===== config.mk =====
export PLATFORM = sky130hd
export DESIGN_NAME = mon_raster
export DESIGN_NICKNAME = d
export VERILOG_FILES = /design/src/rtl/mon_raster_pkg.sv /design/src/rtl/mon_raster_timing.sv /design/src/rtl/mon_raster_srcsel.sv /design/src/rtl/mon_raster_fetch.sv /design/src/rtl/mon_raster.sv
export SDC_FILE = /design/constraint.sdc
export NUM_CORES = 1
export LEC_CHECK = 0
export BUFFER_PORTS_ARGS = -buffer_cell sky130_fd_sc_hd__buf_2
export CAP_MARGIN = 15
export CELL_PAD_IN_SITES_DETAIL_PLACEMENT = 2
export CELL_PAD_IN_SITES_GLOBAL_PLACEMENT = 2
export CORE_ASPECT_RATIO = 0.75
export CORE_UTILIZATION = 23
export DETAILED_ROUTE_END_ITERATION = 12
export PLACE_DENSITY_LB_ADDON = 0.1
export SYNTH_ARGS = -nofsm -noshare
export SYNTH_HDL_FRONTEND = slang
export SYNTH_SLANG_ARGS = --single-unit

===== constraint.sdc =====
create_clock -name clk -period 2.3 [get_ports clk]
set_input_delay 0.46 -clock clk [delete_from_list [all_inputs] [get_ports clk]]
set_output_delay 0.46 -clock clk [all_outputs]
set_load 0.02 [all_outputs]

===== src/rtl/mon_raster_pkg.sv =====
// Package: mon_raster_pkg
// Shared selector encoding for the monitor raster scanner.
// Assumes a three-way one-hot selector: store, accumulator, control.
package mon_raster_pkg;
    localparam int SRC_STORE_BIT = 0;
    localparam int SRC_ACC_BIT   = 1;
    localparam int SRC_CTRL_BIT  = 2;
    localparam int SRC_N         = 3;

    typedef logic [SRC_N-1:0] src_sel_t;

    localparam src_sel_t SRC_RESET = src_sel_t'(1 << SRC_STORE_BIT);
endpackage


===== src/rtl/mon_raster_timing.sv =====
// Module: mon_raster_timing
// Generates the digit and line counters of the raster: WORD_W visible
// digit slots followed by GAP_W blanking slots per line, LINES lines per
// frame. Assumes LINES is a power of two so the line index wraps naturally.
// Reset parks the scan on the first blanking slot of the last line, so the
// first visible line after reset is line 0.
module mon_raster_timing #(
    parameter int WORD_W = 32,
    parameter int GAP_W  = 4,
    parameter int LINES  = 32,
    localparam int POS_N  = WORD_W + GAP_W,
    localparam int POS_W  = $clog2(POS_N),
    localparam int LINE_W = $clog2(LINES)
) (
    input  logic              clk,
    input  logic              rst_n,
    output logic [POS_W-1:0]  pos_q,
    output logic [LINE_W-1:0] line_q,
    output logic [LINE_W-1:0] next_line,
    output logic              vis,
    output logic              load
);
    localparam logic [POS_W-1:0]  POS_LAST  = POS_W'(POS_N - 1);
    localparam logic [POS_W-1:0]  POS_VIS   = POS_W'(WORD_W);
    localparam logic [LINE_W-1:0] LINE_LAST = LINE_W'(LINES - 1);

    // Index of the line that follows the current one, wrapping at the end.
    assign next_line = (line_q == LINE_LAST) ? '0 : line_q + 1'b1;
    // Last blanking slot: the next line's word is captured here.
    assign load = (pos_q == POS_LAST);
    // Visible digit slots are the first WORD_W positions of a line.
    assign vis  = (pos_q < POS_VIS);

    // Step the digit position and advance the line at the end of each line.
    always_ff @(posedge clk) begin
        if (!rst_n) begin
            pos_q  <= POS_VIS;
            line_q <= LINE_LAST;
        end else if (load) begin
            pos_q  <= '0;
            line_q <= next_line;
        end else begin
            pos_q  <= pos_q + 1'b1;
        end
    end

    assert_line_hold_R2: assert property (@(posedge clk) disable iff (!rst_n)
        !load |=> $stable(line_q));
    assert_line_step_R2: assert property (@(posedge clk) disable iff (!rst_n)
        (load && line_q != LINE_LAST) |=> (line_q == $past(line_q) + 1'b1) && (pos_q == '0));
    assert_line_wrap_R2: assert property (@(posedge clk) disable iff (!rst_n)
        (load && line_q == LINE_LAST) |=> (line_q == '0) && (pos_q == '0));
endmodule


===== src/rtl/mon_raster_srcsel.sv =====
// Module: mon_raster_srcsel
// Holds the active display source. A one-hot selector value is taken on
// the next clock; any other value leaves the held source unchanged.
// Assumes the selector is quasi-static (front-panel style buttons).
module mon_raster_srcsel
    import mon_raster_pkg::*;
(
    input  logic     clk,
    input  logic     rst_n,
    input  src_sel_t sel_i,
    output src_sel_t src_q
);
    // Register the selection only when exactly one source is requested.
    always_ff @(posedge clk) begin
        if (!rst_n) begin
            src_q <= SRC_RESET;
        end else if ($onehot(sel_i)) begin
            src_q <= sel_i;
        end
    end

    assert_sel_hold_R8: assert property (@(posedge clk) disable iff (!rst_n)
        !$onehot(sel_i) |=> $stable(src_q));
    assert_sel_take_R8: assert property (@(posedge clk) disable iff (!rst_n)
        $onehot(sel_i) |=> (src_q == $past(sel_i)));
    assert_sel_onehot_R8: assert property (@(posedge clk) disable iff (!rst_n)
        $onehot(src_q));
endmodule


===== src/rtl/mon_raster_fetch.sv =====
// Module: mon_raster_fetch
// Chooses the word for the next raster line from the held source and
// captures it on the load strobe. Assumes store_data_i already reflects
// the next line's address when load is high. In the control view the
// present-instruction word goes to odd lines only while running.
module mon_raster_fetch
    import mon_raster_pkg::*;
#(
    parameter int WORD_W = 32
) (
    input  logic              clk,
    input  logic              rst_n,
    input  src_sel_t          src_q,
    input  logic              running_i,
    input  logic              next_odd_i,
    input  logic              load_i,
    input  logic [WORD_W-1:0] acc_i,
    input  logic [WORD_W-1:0] ci_i,
    input  logic [WORD_W-1:0] pi_i,
    input  logic [WORD_W-1:0] store_data_i,
    output logic [WORD_W-1:0] word_q
);
    logic [WORD_W-1:0] pick;

    // Select the candidate word for the upcoming line.
    always_comb begin
        pick = store_data_i;
        if (src_q[SRC_ACC_BIT]) begin
            pick = acc_i;
        end else if (src_q[SRC_CTRL_BIT]) begin
            pick = (running_i && next_odd_i) ? pi_i : ci_i;
        end
    end

    // Capture the line word in the last blanking slot.
    always_ff @(posedge clk) begin
        if (!rst_n) begin
            word_q <= '0;
        end else if (load_i) begin
            word_q <= pick;
        end
    end

    assert_word_stable_R9: assert property (@(posedge clk) disable iff (!rst_n)
        !load_i |=> $stable(word_q));
    assert_acc_capture_R4: assert property (@(posedge clk) disable iff (!rst_n)
        (load_i && src_q[SRC_ACC_BIT]) |=> (word_q == $past(acc_i)));
    assert_ctrl_stopped_R6: assert property (@(posedge clk) disable iff (!rst_n)
        (load_i && src_q[SRC_CTRL_BIT] && !running_i) |=> (word_q == $past(ci_i)));
endmodule


===== src/rtl/mon_raster.sv =====
// Module: mon_raster
// Top of the three-source monitor raster scanner. Combines the raster
// counters, the source hold register and the line-word capture, and
// drives the per-digit output stream. Assumes a store whose read data
// settles within the blanking gap after store_addr changes.
module mon_raster
    import mon_raster_pkg::*;
#(
    parameter int WORD_W = 32,
    parameter int GAP_W  = 4,
    parameter int LINES  = 32,
    localparam int POS_N  = WORD_W + GAP_W,
    localparam int POS_W  = $clog2(POS_N),
    localparam int LINE_W = $clog2(LINES),
    localparam int DIG_W  = $clog2(WORD_W)
) (
    input  logic              clk,
    input  logic              rst_n,
    input  logic [2:0]        src_sel,
    input  logic              running,
    input  logic [LINE_W-1:0] action_line,
    input  logic [WORD_W-1:0] acc_word,
    input  logic [WORD_W-1:0] ci_word,
    input  logic [WORD_W-1:0] pi_word,
    output logic [LINE_W-1:0] store_addr,
    input  logic [WORD_W-1:0] store_data,
    output logic [LINE_W-1:0] raster_line,
    output logic [DIG_W-1:0]  raster_digit,
    output logic              digit_val,
    output logic              line_valid,
    output logic              brighten
);
    logic [POS_W-1:0]  pos_q;
    logic [LINE_W-1:0] line_q;
    logic [LINE_W-1:0] next_line;
    logic              vis;
    logic              load;
    src_sel_t          src_q;
    logic [WORD_W-1:0] word_q;
    logic [DIG_W-1:0]  dig;

    mon_raster_timing #(
        .WORD_W (WORD_W),
        .GAP_W  (GAP_W),
        .LINES  (LINES)
    ) u_timing (
        .clk       (clk),
        .rst_n     (rst_n),
        .pos_q     (pos_q),
        .line_q    (line_q),
        .next_line (next_line),
        .vis       (vis),
        .load      (load)
    );

    mon_raster_srcsel u_srcsel (
        .clk   (clk),
        .rst_n (rst_n),
        .sel_i (src_sel),
        .src_q (src_q)
    );

    mon_raster_fetch #(
        .WORD_W (WORD_W)
    ) u_fetch (
        .clk          (clk),
        .rst_n        (rst_n),
        .src_q        (src_q),
        .running_i    (running),
        .next_odd_i   (next_line[0]),
        .load_i       (load),
        .acc_i        (acc_word),
        .ci_i         (ci_word),
        .pi_i         (pi_word),
        .store_data_i (store_data),
        .word_q       (word_q)
    );

    // Digit index within the line, taken from the low bits of the position.
    assign dig = pos_q[DIG_W-1:0];

    // Drive the per-digit stream, blanking everything outside visible slots.
    always_comb begin
        store_addr   = next_line;
        raster_line  = line_q;
        line_valid   = vis;
        raster_digit = vis ? dig : '0;
        digit_val    = vis ? word_q[dig] : 1'b0;
        brighten     = vis && (line_q == action_line);
    end

    assert_bright_line_R7: assert property (@(posedge clk) disable iff (!rst_n)
        brighten |-> (line_valid && raster_line == action_line));
    assert_addr_ahead_R10: assert property (@(posedge clk) disable iff (!rst_n)
        load |=> (raster_line == $past(store_addr)));
    assert_blank_dark_R2: assert property (@(posedge clk) disable iff (!rst_n)
        !line_valid |-> (!digit_val && !brighten));
endmodule


==> flow_results.org <==
** Status
- Result of the run :: finished with violations
- Failing checks :: setup timing

** Clock tree
- Clk Latency, worst-skew pair :: 0.29 ns
- After clock tree synthesis, the flow added hold-fix buffers numbering 0.
- CTS built an H-tree with a depth of 2.
- TritonCTS clock tree :: done
- Bufs on Longest Clock Path :: 2
- After clock tree synthesis, the clock-pin slew on the worst setup and hold paths is 0.07 ns.
- Sink count of the clock tree :: 45
- Clock root buffer master :: sky130_fd_sc_hd__clkbuf_16
- CTS Buf Count :: 5

** Timing
- Final setup margin :: -0.1393 ns
- On the final layout, the worst hold slack is 0.3937 ns.
- Based on the critical path, the design can be clocked at up to 410.0 MHz.
- For the final database, setup skew stands at 0.006542 ns.
- Of the available clock period, the critical path in the final layout requires 106.1%.
- Worst rel slew slack :: 74.45%
- Final Max Slew Viols :: 0
- Setup repair after global routing could not meet its margin everywhere.
- Slew at the pin with the worst max-slew slack :: 0.3832 ns
- Total Negative Setup Slacks :: -0.1393 ns
- Final number of hold-violating endpoints :: 0
- Endpoints failing setup :: 1
- Final critical delay including setup and external delays :: 2.439 ns

** Layout
- Compared with the post-synthesis result, the final layout area differs by 44.67%.
- For this run, the share of the core covered by cells in the final layout is 34.56%.
- Share of layout cells above drive strength 1 :: 55.80%
- Net count, final :: 590
- Summed area of non-filler cells in the final layout :: 4283 sq um
- Leaving out filler cells and counting taps, the final layout contains 614.
- Antenna Cells :: 0

** Route
- After detailed routing, the number of remaining DRC violations is 0.
- The pre-antenna-repair detailed-routing pass consisted of 4 iterations.
- Using the TritonRoute via totals, the vias-per-cell ratio works out to 4.730.
- Count of routing violations after the opening detailed-route iteration :: 125
- For this block, the routed nets add up to 10.70 mm of wire.
- The routed layout has 2,904 vias.
- Post-route ant nets :: 0
- After detailed routing, the average wire length per cell comes to 17.43 um.

** Die
- Floorplan die area :: 13,330 sq um
- Die Height :: 100.3 um
- Starting density of the core :: 23.89%
- The die is 133 um wide.
- Core region area :: 12,390 sq um
- Number of ports placed on the die boundary :: 157
- Rows :: 35

** Place
- The placed instances occupy a cell area of 3964 sq um.
- IO Port Bufs :: 156
- Total half-perimeter wirelength after legalization and detailed placement :: 8.162 mm
- Routability-driven placement finished with a final weighted congestion of 0.7045.
- Dpl ws :: -0.003586 ns
- After detailed placement, the design holds a cell count of 603.

** Worst setup path
- Kind of start point of the critical path :: register
- Worst reg2reg startpoint :: u_timing.line_q[1]
- Endpoint of the most critical register-to-register path :: u_fetch.word_q[30]
- Data arrives at the worst endpoint at 1.98 ns.
- In this run the worst setup path terminates at digit_val.
- For the worst setup path, the data required time is 1.84 ns.
- The worst register-to-register path has a depth of 9.
- The most critical setup path has its startpoint at u_timing.pos_q[1].
- Minimum setup slack among reg-to-reg paths :: 0.07 ns
- STA classifies the critical path endpoint as an output pin.
- Setup Crit Path Kind :: reg -> out
- Worst-path maximum fanout :: 5

** Yosys
- Cell area after synthesis :: 2960 sq um
- Sequential share of the synthesized area :: 30.43%
- Yosys reg bits :: 45
- Synth Warn # :: 0
- Async set-reset flop share out of synthesis :: 0%
- Synthesized instance count :: 289
- Average cell area after synthesis :: 10.24 sq um
- Net count after synthesis :: 432
- Main flop type after synthesis :: sky130_fd_sc_hd__dfxtp_1
- Unique masters post-synth :: 40
- Yosys mapped a number of flops with a built-in enable equal to 0.

** Power
- VDD sags by at most 0.2676 mV.
- The design draws 2.208 mW.
- Leakage power total :: 1.850 nW
- Power per standard cell area :: 515.5 nW/um^2

** Global route
- Leftover overflow at the end of global routing :: 0
- Overall routing resource usage :: 16.07%
- The first global-routing pass estimated 16.68 mm of wire.
- Number of antenna violations at the first check in global routing :: 1
- Pin count of the biggest net entering global routing :: 66
- The via count of the first global-routing pass was 3,190.

** Flow run
- Max-capacitance violation count :: 0

** Worst hold path
- The min-delay analysis places its worst path in the category in -> reg.
==> Yosys cell counts (all sizes together), types with 3 or more instances <==
library cell,instances,share of area (%)
dfxtp,45,30
mux2i,41,14
nor2,41,5.2
a211oi,32,13
a221o,32,11
buf,19,5.1
clkbuf,12,1.5
mux4,7,5.3
xnor2,7,2.1
inv,6,0.76
nand2,6,0.76
nor2b,6,1.3
and3,3,0.63
ha,3,1.3
nand2b,3,0.63
xor2,3,0.89
==> worst min-delay path by stage <==
stage                       start                 end  depth (start not counted)
3_5_place_dp   u_fetch.word_q[18]  u_fetch.word_q[18]                          1
6_report             acc_word[17]  u_fetch.word_q[17]                          2
2_1_floorplan   u_fetch.word_q[3]   u_fetch.word_q[3]                          1
5_1_grt              acc_word[26]  u_fetch.word_q[26]                          2
3_3_place_gp    u_fetch.word_q[0]   u_fetch.word_q[0]                          1
4_1_cts              acc_word[17]  u_fetch.word_q[17]                          2
==> critical path: stages, from the launching register on <==
cell	delay (ns)
sky130_fd_sc_hd__dfxtp_4	0.38
sky130_fd_sc_hd__buf_4	0.17
sky130_fd_sc_hd__mux4_2	0.52
sky130_fd_sc_hd__mux2i_2	0.23
sky130_fd_sc_hd__nand3b_1	0.11
sky130_fd_sc_hd__o311a_1	0.14
sky130_fd_sc_hd__buf_6	0.14
==> kinds of logic (layout without fill, tap and decap cells) <==
logic type | count (synthesis) | in the layout | synth area share [%]
AO/OA/AOI/OAI | 74 | 74 | 26.50
AND/OR/NAND/NOR | 70 | 70 | 11.24
multiplexers | 49 | 49 | 19.57
flip-flops | 45 | 45 | 30.43
buffers and inverters | 37 | 196 | 7.354
XOR/XNOR | 10 | 10 | 2.959
adder cells (fa/ha/maj) | 4 | 4 | 1.944
==> layout make-up <==
type,count,area (sq um)
Tap cell,166,207.7
Inverter,6,22.52
Sequential cell,45,909.6
Clock inverter,1,7.507
Multi-Input combinational cell,207,1956
Timing Repair Buffer,182,1047
Clock buffer,7,132.6
Fill cell,1379,8110
==> sequential cells by signal (all words and copies together), names as in the netlist <==
name / cells
u_timing.line_q: 5
u_timing.pos_q: 6
u_srcsel.src_q: 2
u_fetch.word_q: 32
==> layer usage <==
metal	vias up	share of wire, %	track usage [%]
li1	1418	-	-
met3	8	6.3	4.545
met1	1388	47	20.83
met4	2	0.96	4.244
met5	-	0.12	0
met2	88	46	26.18
==> timing repair <==
| action | 4_1_cts | 5_1_grt |
|---|---|---|
| endpoints found under the setup margin | 5 | 33 |
| setup buffers | 1 | 1 |
| pin swaps | 0 | 5 |
| cloned | 0 | 1 |
| resized for setup | 11 | 28 |
==> power by group <==
group | total (mW) | internal [mW] | switching [mW] | leakage (nW)
Sequential | 0.865 | 0.827 | 0.0371 | 0.366
Clock | 0.705 | 0.404 | 0.301 | 0.0641
Combinational | 0.639 | 0.317 | 0.322 | 1.42
==> layout by cell type, fill, tap and decap left out, types with 2 or more instances in the layout <==
cell,synthesis,layout
sky130_fd_sc_hd__buf_2,6,155
sky130_fd_sc_hd__nor2_1,41,41
sky130_fd_sc_hd__dfxtp_1,45,40
sky130_fd_sc_hd__a221o_1,32,32
sky130_fd_sc_hd__mux2i_1,41,31
sky130_fd_sc_hd__a211oi_2,30,31
sky130_fd_sc_hd__buf_4,1,18
sky130_fd_sc_hd__mux2i_2,0,8
sky130_fd_sc_hd__xnor2_1,7,7
sky130_fd_sc_hd__mux4_2,7,7
sky130_fd_sc_hd__inv_1,6,6
sky130_fd_sc_hd__nor2b_1,6,6
sky130_fd_sc_hd__nand2_1,6,6
sky130_fd_sc_hd__clkbuf_16,0,5
sky130_fd_sc_hd__buf_6,9,5
sky130_fd_sc_hd__buf_12,0,4
sky130_fd_sc_hd__dfxtp_2,0,4
sky130_fd_sc_hd__xor2_1,3,3
sky130_fd_sc_hd__nand2b_1,3,3
sky130_fd_sc_hd__nand3_1,2,2
sky130_fd_sc_hd__mux2i_4,0,2
sky130_fd_sc_hd__o311ai_0,2,2
sky130_fd_sc_hd__and3_1,3,2
sky130_fd_sc_hd__a21oi_1,2,2
sky130_fd_sc_hd__ha_4,0,2
sky130_fd_sc_hd__clkbuf_1,12,2
Power figures use the tool's default switching activity.
